### src/rtl/tmr_pkg.sv
// Shared constants and types for the dual down-counter timer.
// Assumes a 32-bit register data path; field positions are fixed.
package tmr_pkg;
    localparam int DW      = 32;
    localparam int WORD_BW = 3;     // eight words per channel
    localparam int IE_B    = 22;
    localparam int WRAP_B  = 21;
    localparam int MODE_LO = 19;
    localparam int SW_B    = 18;
    localparam int POL_B   = 17;
    localparam int STAT_B  = 16;
    localparam logic [WORD_BW-1:0] W_CTRL = 3'd0;
    localparam logic [WORD_BW-1:0] W_RLD  = 3'd1;
    localparam logic [WORD_BW-1:0] W_CUR  = 3'd2;

    typedef enum logic [1:0] {
        M_HALT   = 2'd0,
        M_FREE   = 2'd1,
        M_RELOAD = 2'd2,
        M_WAVE   = 2'd3
    } tmr_mode_e;

    typedef struct packed {
        logic      ie;
        logic      wrap;
        tmr_mode_e mode;
        logic      sw;
        logic      pol;
    } tmr_ctrl_t;
endpackage

### src/rtl/tmr_chan.sv
// One timer channel: control, reload and count registers, zero-event
// logic, pending flag and wave/status toggle.
// Assumes CW <= DW and at most one register write per cycle.
module tmr_chan
    import tmr_pkg::*;
#(
    parameter int CW = 32
) (
    input  logic          clk,
    input  logic          rst_n,
    input  logic          tick,
    input  logic          hw_en,
    input  logic          wr_ctrl,
    input  logic          wr_rld,
    input  logic          wr_cur,
    input  logic [DW-1:0] wdata,
    output logic [DW-1:0] rd_ctrl,
    output logic [DW-1:0] rd_rld,
    output logic [DW-1:0] rd_cur,
    output logic [CW-1:0] cur_o,
    output logic          irq,
    output logic          stat,
    output logic          run,
    output logic          evt,
    output logic          pend
);
    tmr_ctrl_t     ctrl_q;
    logic [CW-1:0] rld_q, cur_q, cur_d;
    logic          stat_q, pend_q, any_wr, cnt;

    // Counting qualification: mode, software request and pin polarity.
    assign run    = (ctrl_q.mode != M_HALT) && ctrl_q.sw && (hw_en == ctrl_q.pol);
    assign any_wr = wr_ctrl | wr_rld | wr_cur;
    assign cnt    = tick && run && !any_wr;

    // Next count value and zero-event detection.
    always_comb begin
        cur_d = cur_q;
        evt   = 1'b0;
        if (wr_cur) begin
            cur_d = wdata[CW-1:0];
        end else if (wr_rld && !run) begin
            cur_d = wdata[CW-1:0];
        end else if (cnt) begin
            if (cur_q != '0) begin
                cur_d = cur_q - 1'b1;
            end else begin
                case (ctrl_q.mode)
                    M_FREE: if (ctrl_q.wrap) begin
                        cur_d = '1;
                        evt   = 1'b1;
                    end
                    M_RELOAD, M_WAVE: begin
                        cur_d = rld_q;
                        evt   = 1'b1;
                    end
                    default: ;
                endcase
            end
        end
    end

    // Register update: control, reload, count, status and pending.
    always_ff @(posedge clk) begin
        if (!rst_n) begin
            ctrl_q <= '0;
            rld_q  <= '0;
            cur_q  <= '0;
            stat_q <= 1'b0;
            pend_q <= 1'b0;
        end else begin
            cur_q <= cur_d;
            if (wr_rld) rld_q <= wdata[CW-1:0];
            if (wr_ctrl) begin
                ctrl_q <= '{ie:   wdata[IE_B],
                            wrap: wdata[WRAP_B],
                            mode: tmr_mode_e'(wdata[MODE_LO+1:MODE_LO]),
                            sw:   wdata[SW_B],
                            pol:  wdata[POL_B]};
                if (wdata[MODE_LO+1:MODE_LO] != M_WAVE) stat_q <= 1'b0;
            end else if (evt && ctrl_q.mode == M_WAVE) begin
                stat_q <= ~stat_q;
            end
            if (evt) pend_q <= 1'b1;
            else if (wr_ctrl) pend_q <= 1'b0;
        end
    end

    // Read-back words.
    always_comb begin
        rd_ctrl                     = '0;
        rd_ctrl[IE_B]               = ctrl_q.ie;
        rd_ctrl[WRAP_B]             = ctrl_q.wrap;
        rd_ctrl[MODE_LO+1:MODE_LO]  = ctrl_q.mode;
        rd_ctrl[SW_B]               = ctrl_q.sw;
        rd_ctrl[POL_B]              = ctrl_q.pol;
        rd_ctrl[STAT_B]             = stat_q;
    end
    assign rd_rld = DW'(rld_q);
    assign rd_cur = DW'(cur_q);
    assign cur_o  = cur_q;
    assign irq    = pend_q & ctrl_q.ie;
    assign stat   = stat_q;
    assign pend   = pend_q;
endmodule

### src/rtl/tmr_regif.sv
// Register port decode: splits the word index into channel and word,
// raises per-channel write strobes and selects read data.
// Assumes each channel presents its three words packed ctrl, reload, count.
module tmr_regif
    import tmr_pkg::*;
#(
    parameter int NCH = 2,
    parameter int AW  = 4
) (
    input  logic               wr_en,
    input  logic [AW-1:0]      addr,
    input  logic [NCH*3*DW-1:0] rd_words,
    output logic [NCH-1:0]     wr_ctrl,
    output logic [NCH-1:0]     wr_rld,
    output logic [NCH-1:0]     wr_cur,
    output logic [DW-1:0]      rd_data
);
    localparam int CHW = AW - WORD_BW;

    logic [CHW-1:0]     ch;
    logic [WORD_BW-1:0] word;
    logic [NCH-1:0]     hit;

    assign ch   = addr[AW-1:WORD_BW];
    assign word = addr[WORD_BW-1:0];

    // Per-channel address match and write strobes.
    for (genvar c = 0; c < NCH; c++) begin : g_dec
        assign hit[c]     = (ch == CHW'(c));
        assign wr_ctrl[c] = wr_en && hit[c] && (word == W_CTRL);
        assign wr_rld[c]  = wr_en && hit[c] && (word == W_RLD);
        assign wr_cur[c]  = wr_en && hit[c] && (word == W_CUR);
    end

    // Read data select; unmapped words return zero.
    always_comb begin
        rd_data = '0;
        for (int c = 0; c < NCH; c++) begin
            if (hit[c]) begin
                case (word)
                    W_CTRL:  rd_data = rd_words[(c*3+0)*DW +: DW];
                    W_RLD:   rd_data = rd_words[(c*3+1)*DW +: DW];
                    W_CUR:   rd_data = rd_words[(c*3+2)*DW +: DW];
                    default: rd_data = '0;
                endcase
            end
        end
    end
endmodule

### src/rtl/tmr_pair.sv
// Top: NCH independent timer channels behind one word-addressed port.
// Assumes a single-cycle write strobe and a shared tick input.
module tmr_pair
    import tmr_pkg::*;
#(
    parameter  int NCH = 2,
    parameter  int CW  = 32,
    localparam int AW  = WORD_BW + ((NCH > 1) ? $clog2(NCH) : 1)
) (
    input  logic           clk,
    input  logic           rst_n,
    input  logic           tick,
    input  logic [NCH-1:0] hw_en,
    input  logic           wr_en,
    input  logic [AW-1:0]  addr,
    input  logic [DW-1:0]  wdata,
    output logic [DW-1:0]  rd_data,
    output logic [NCH-1:0] irq,
    output logic [NCH-1:0] pwm_out
);
    logic [NCH-1:0]        wr_ctrl, wr_rld, wr_cur;
    logic [NCH*3*DW-1:0]   rd_words;
    logic [NCH*CW-1:0]     cur_flat;
    logic [NCH-1:0]        run_v, evt_v, pend_v;

    tmr_regif #(.NCH(NCH), .AW(AW)) u_regif (
        .wr_en   (wr_en),
        .addr    (addr),
        .rd_words(rd_words),
        .wr_ctrl (wr_ctrl),
        .wr_rld  (wr_rld),
        .wr_cur  (wr_cur),
        .rd_data (rd_data)
    );

    // One channel instance per timer.
    for (genvar c = 0; c < NCH; c++) begin : g_ch
        tmr_chan #(.CW(CW)) u_chan (
            .clk    (clk),
            .rst_n  (rst_n),
            .tick   (tick),
            .hw_en  (hw_en[c]),
            .wr_ctrl(wr_ctrl[c]),
            .wr_rld (wr_rld[c]),
            .wr_cur (wr_cur[c]),
            .wdata  (wdata),
            .rd_ctrl(rd_words[(c*3+0)*DW +: DW]),
            .rd_rld (rd_words[(c*3+1)*DW +: DW]),
            .rd_cur (rd_words[(c*3+2)*DW +: DW]),
            .cur_o  (cur_flat[c*CW +: CW]),
            .irq    (irq[c]),
            .stat   (pwm_out[c]),
            .run    (run_v[c]),
            .evt    (evt_v[c]),
            .pend   (pend_v[c])
        );
    end
endmodule

### config.mk
export PLATFORM = sky130hd
export DESIGN_NAME = tmr_pair
export DESIGN_NICKNAME = d
export VERILOG_FILES = /design/src/rtl/tmr_pkg.sv /design/src/rtl/tmr_chan.sv /design/src/rtl/tmr_regif.sv /design/src/rtl/tmr_pair.sv
export SDC_FILE = /design/constraint.sdc
export NUM_CORES = 1
export LEC_CHECK = 0
export BUFFER_PORTS_ARGS = -buffer_cell sky130_fd_sc_hd__buf_2
export CAP_MARGIN = 20
export CORE_MARGIN = 2
export CORE_UTILIZATION = 55
export DETAILED_ROUTE_END_ITERATION = 8
export PLACE_DENSITY = 0.77
export SLEW_MARGIN = 10
export SYNTH_ARGS = -nofsm -noshare
export SYNTH_HDL_FRONTEND = slang
export SYNTH_SLANG_ARGS = --single-unit
### constraint.sdc
create_clock -name clk -period 2.7 [get_ports clk]
set_input_delay 0.54 -clock clk [delete_from_list [all_inputs] [get_ports clk]]
set_output_delay 0.54 -clock clk [all_outputs]
set_load 0.01 [all_outputs]
# Yosys cells after proc, flatten, opt, wreduce, memory -nomap -nowiden
# Index checks and enable logic that the tools add are counted.
[totals]
in_bits = 42
latch_bits = 0
mem_bits_rw = 0
ff_bits = 144
output_inout_bits = 36
rom_bits = 0
memories = 0
elab_cells = 123
[classes]
n_mul = 0
addsub = 2
n_lt_le_gt_ge = 0
muxes = 36
reduce_logical = 43
div_mod_pow = 0
shift = 0
n_bitwise = 9
n_eq_ne = 15
[ops]
columns = ["op", "count"]
rows = [
  ["two-way mux 32 bit", 11],
  ["one-hot mux 32 bit (3 select lines)", 2],
  ["one-hot mux 32 bit (2 select lines)", 2],
  ["nonzero test 32 bit", 2],
  ["subtractor 32 x 1 -> 32 bit, second input constant", 2],
  ["logical AND 1 bit", 20],
  ["two-way mux 1 bit", 19],
  ["nonzero test 2 bit", 6],
  ["inequality test 5 x 1 -> 1 bit, second input constant", 2],
  ["nonzero test 5 bit", 2],
  ["equality test 2 bit, second input constant", 4],
  ["inequality test 2 bit, second input constant", 3],
  ["AND reduction 3 bit", 2],
  ["nonzero test 3 bit", 2],
  ["equality test 2 x 1 -> 1 bit, second input constant", 2],
  ["logical NOT 1 bit", 4],
  ["OR 1 bit", 4],
  ["one-hot mux 1 bit (2 select lines)", 2],
  ["AND reduction 2 bit", 2],
  ["OR reduction 2 bit", 2],
  ["equality test 3 x 1 -> 1 bit, second input constant", 1],
  ["equality test 3 x 2 -> 1 bit, second input constant", 1],
  ["logical NOT 3 bit", 1],
  ["NOT 1 bit", 3],
  ["2 further kinds", 4],
]

# Longest topological paths before layout
[depth]
word_depth = 13
mapped_depth = 10
depth_no_buf = 8

# Modules after synthesis
# A second synthesis with hierarchy kept.
[unflattened]
hier_cells = 1361
hier_area_um2 = 11278.3
[by_module_without_submodules]
columns = ["module", "cells_per_inst", "seq_area_each_um2", "area_each_um2", "n_inst"]
rows = [
  ["tmr_chan (g_ch[0].u_chan)", 565, 1441.4, 4845.9, 1],
  ["tmr_chan (g_ch[1].u_chan)", 553, 1441.4, 4495.6, 1],
  ["tmr_regif", 243, 0.0, 1936.9, 1],
]

# Worst setup path after synthesis
# OpenSTA, ideal clock, no wires.
[synth_timing]
kind = "input -> output"
start = "in addr[1]"
end = "out rd_data[10]"
slack_ns = 0.004
n_path_buf = 4
stages = 8
arrival_time_ns = 2.156
cell_sequence = "buf_2 -> nor2b_1 -> clkbuf_1 -> and2_1 -> clkbuf_1 -> clkbuf_1 -> a221oi_1 -> nor3_1"
[synth_between]
elab_chain_len = 3
word_cells_on_any_way = 6
cone_classes = "eq/ne (2); mux (3); reduce/logical (1)"
[synth_rtl]
columns = ["item", "line_no", "rtl"]
rows = [
  ["from (decl)", "tmr_pair.sv:15", "input logic [AW-1:0] addr,"],
  ["equality test 3 x 2 -> 1 bit (tied with other cells)", "tmr_regif.sv:40", "case (word)"],
  ["one-hot mux 32 bit (3 select lines)", "tmr_regif.sv:40", ""],
  ["two-way mux 32 bit (*)", "tmr_regif.sv:39", "if (hit[c]) begin"],
  ["to (decl)", "tmr_pair.sv:17", "output logic [DW-1:0] rd_data,"],
]
# Mark *: on every way between the ends. The rest lies on a longest branch, timed or not.

# Worst setup path in the final report
[layout_timing]
start = "in addr[1]"
end = "out rd_data[31]"
# The elaborated chain is that of the path after synthesis.

==> impl_summary.log <==
INFO  metric synth.yosys.seq_area_share = 32.0%
INFO  metric synth_adder_area_share = 0.556%
INFO  metric grt_pass1_wl = 53.1 mm
INFO  metric critical_path.most_common_cell = buf_2
INFO  metric grt_max_degree = 38
INFO  metric top_count_cell_post_synth = nand2_1
INFO  metric holdCritPathClass = in -> reg
INFO  metric main_combinational_cell_family_by_area_after_synthesis = compound AO/OA/AOI/OAI gates
INFO  metric regToRegSetupSlack = 100 ps
INFO  metric compound_cell_area_share_of_the_yosys_netlist = 30.9%
INFO  metric port_buffers = 77
INFO  metric power = 6.05 mW
INFO  metric final_cell_count_no_fill = 1,536
INFO  metric fin_hold_ws = 393 ps
INFO  metric placed_cells = 1,502
INFO  metric use_met3 = 8.19%
INFO  metric wirelength = 34.8 mm
INFO  metric maximum_capacitance_violations = 0
INFO  metric slew_headroom = 35.4%
INFO  metric synth_area = 9000 sq um
INFO  metric antenna_found_initial = 0
INFO  metric layout-area-overhead-vs-synth = 18.5%
INFO  metric worst_r2r_startpoint = g_ch[1].u_chan.cur_o[20]
INFO  metric postPlaceCellArea = 10,000 sq um
INFO  metric post-dp-hpwl = 23.8 mm
INFO  metric nFillCells = 1,369
INFO  metric floorplan.initialDensity = 56.5%
INFO  metric final_max_slew_viol_count = 0
INFO  metric placementRows = 46
INFO  metric drc = 0
INFO  metric top_level_ports = 78
INFO  metric clock_skew = 7.85 ps
INFO  metric global_route.peak_usage_layer = met2
INFO  metric worst-endpoint-arrival = 2130 ps
INFO  metric worst_path_largest_cell_delay = 410 ps
INFO  metric final_critical_path_setup_slack = 35.0 ps
INFO  metric synth-xor-area-share = 2.82%
INFO  metric rsz0062_at_grt = no
INFO  metric powerDensity = 567 nW/um^2
INFO  metric r2r_depth = 7
INFO  metric fin_area = 10,700 sq um
INFO  metric status = finished, final reports clean
INFO  metric h_tree_level_count = 4
INFO  metric die-area = 17,400 sq um
INFO  metric gp_congestion = 0.998
INFO  metric synth.net_count = 1,277
INFO  metric synth.area.mux_share = 1.92%
INFO  metric yosys.area.top_type_share = 32.0%
INFO  metric fp.dieH = 132 microns
INFO  metric hold_path_depth = 3
INFO  metric synth_async_sr_flop_share = 0%
INFO  metric synth_warnings = 0
INFO  metric finalSetupViolations = 0
INFO  metric final_layout_size_suffix_gt1_share = 18.0%
INFO  metric antennaDiodeCount = 0
INFO  metric dieWidth = 132 microns
INFO  metric cts_hold_buf = 0
INFO  metric dr.pass1.iters = 8
INFO  metric synth-seq-cells = 144
INFO  metric regToRegEndpoint = g_ch[1].u_chan.cur_o[24]
INFO  metric wirelength_per_cell = 22.6 microns
INFO  metric drtIter0Drc = 1,456
INFO  metric category_of_the_worst_setup_path_capture_point = output pin
INFO  metric max-vdd-ir-drop = 0.479 mV
INFO  metric timing_worst_slew_pin_value = 961 ps
INFO  metric clkTransAtPathRegs = 60 ps
INFO  metric grt_pass1_vias = 9,383
INFO  metric synth_area_per_cell = 7.32 sq um
INFO  metric synthSimpleGateAreaFrac = 25.7%
INFO  metric min_period_over_period = 98.7%
INFO  metric final_hold_violations = 0
INFO  metric global_route.usage.met1 = 52.5%
INFO  metric cp.required = 2160 ps
INFO  metric crit_path_max_fanout = 32
INFO  metric clock_insertion_delay_worst_skew = 430 ps
INFO  metric synth.top_cells.by_count = nand2_1 (207), dfxtp_1 (144), a21oi_1 (138)
INFO  metric synth.distinct_cells = 70
INFO  metric number_of_buffers_added_by_the_clock_tree_synthesis_step = 17
INFO  metric power.static_leakage = 3.97 nW
INFO  metric cts_tree = done
INFO  metric clockRootBuffer = clkbuf_16
INFO  metric synth_edf_count = 0
INFO  metric critPathLaunchType = input port
INFO  metric pre_cts_setup_slack = -84.6 ps
INFO  metric ys_dominant_reg_cell = dfxtp_1
INFO  metric fin_setup_tns = 0 ps
INFO  metric path_class = in -> out
INFO  metric hold_path.startpoint = wdata[5]
INFO  metric synth.top_cells.by_area = dfxtp_1 (32%), nand2_1 (8.6%), a21oi_1 (7.7%)
INFO  metric critical_path.cell_chain = buf_2 > nor2b_2 > and2_1 > buf_12 > a221oi_1 > nor3_1 > buf_2
INFO  metric fmaxAchievable = 375 MHz
INFO  metric final_nets = 1,354
INFO  metric netlist_instances = 1,231
INFO  metric clock_sinks = 144
INFO  metric grt.met2_usage = 57.9%
INFO  metric timing.critical_path.from = addr[1]
INFO  metric period_needed = 2670 ps
INFO  metric post_drt_via_cell_ratio = 6.97
INFO  metric clock_path_buffers = 2
INFO  metric drt.antenna.violating_nets = 0
INFO  metric crit_slowest_cell = nor3_1
INFO  metric track_usage = 38.5%
INFO  metric detailroute.via_count = 10,703
INFO  metric synth_largest_area_cell = dfxtp_1
INFO  metric fin_util = 67.0%
INFO  metric timing.hold.worst_endpoint = g_ch[0].u_chan.rd_rld[5]
INFO  metric core_region_area = 15,900 sq um
INFO  metric grt_overflow = 0
-- sequential cells by signal, summed over array words and instances (netlist names) --
| name | flops |
|---|---|
| g_ch.u_chan.cur_o | 64 |
| g_ch.u_chan.pend | 2 |
| g_ch.u_chan.rd_ctrl | 12 |
| g_ch.u_chan.rd_rld | 64 |
| g_ch.u_chan.stat | 2 |
-- worst max path at each step --
stage                     depth (start not counted)  slack, ps                  endpoint
after floorplan                                   8          4               rd_data[10]
after global placement                            7         10  g_ch[1].u_chan.cur_o[28]
after detailed placement                          7        -80  g_ch[1].u_chan.cur_o[28]
after CTS                                         9         40  g_ch[0].u_chan.cur_o[24]
after global routing                              7          7               rd_data[15]
final                                             7         30               rd_data[31]
-- per-layer routing --
layer,up-vias,wire [microns]
met2,841,15100
met3,137,4110
met5,-,0
met4,0,1840
met1,5005,13700
li1,4720,-
-- worst max-delay path: cells and delay by family --
| family | cells | cell delay, ps |
|---|---|---|
| AND/OR/NAND/NOR | 3 | 830 |
| buffers and inverters | 3 | 620 |
| AO/OA/AOI/OAI | 1 | 120 |
-- what timing repair did --
| item | CTS | global route |
|---|---|---|
| resized for setup | 1 | 7 |
| setup buffers | 0 | 3 |
| setup endpoints to repair | 6 | 34 |
| pin swaps | 0 | 1 |
| hold endpoints to repair | 0 | 0 |
-- cell usage in the layout (no fill, tap or decap), types with 4 or more instances in the layout --
master      instances
nand2_1           206
dfxtp_1           144
a21oi_1           137
buf_4              91
buf_2              77
o21ai_0            67
nor3_1             63
nor2_1             60
a221oi_1           59
nand3_1            48
o21a_1             24
a31oi_1            21
nor4_1             18
clkbuf_16          17
xnor2_1            16
o221ai_1           16
mux2i_1            15
o211ai_1           14
a211oi_1           14
xor2_1             13
or3_1              13
a211o_1            13
inv_1              12
and3_1              8
nand4_1             8
buf_12              8
and2_1              7
o21bai_1            7
nand2b_1            7
o311ai_0            6
or4_1               5
nand4b_1            5
o31ai_1             5
o22ai_1             5
clkinvlp_4          5
or4_4               4
or2_2               4
o211a_1             4
ha_1                4
-- cell type report --
class	instances	area, sq um	area share, %
multi-input cells	955	5620	52.7
flip-flops and latches	144	2880	27.0
repair buffers	177	1240	11.6
clock buffers	22	474	4.44
well taps	216	270	2.53
clock inverters	9	133	1.24
inverters	13	50.0	0.469
-- logic make-up (layout without fill, tap and decap cells) --
logic type / count (synthesis) / in the layout
AO/OA/AOI/OAI: 421 / 421
adder cells (fa/ha/maj): 4 / 4
multiplexers: 17 / 17
buffers and inverters: 132 / 221
AND/OR/NAND/NOR: 484 / 484
flip-flops: 144 / 144
XOR/XNOR: 29 / 29
-- where the power goes --
group / internal, mW / leakage [nW] / switching [mW]
logic: 0.492 / 2.53 / 0.860
clock network: 1.52 / 0.280 / 0.953
registers: 2.17 / 1.16 / 0.0532
total: 4.18 / 3.97 / 1.87
No activity file was read; power rests on OpenSTA's default activity.
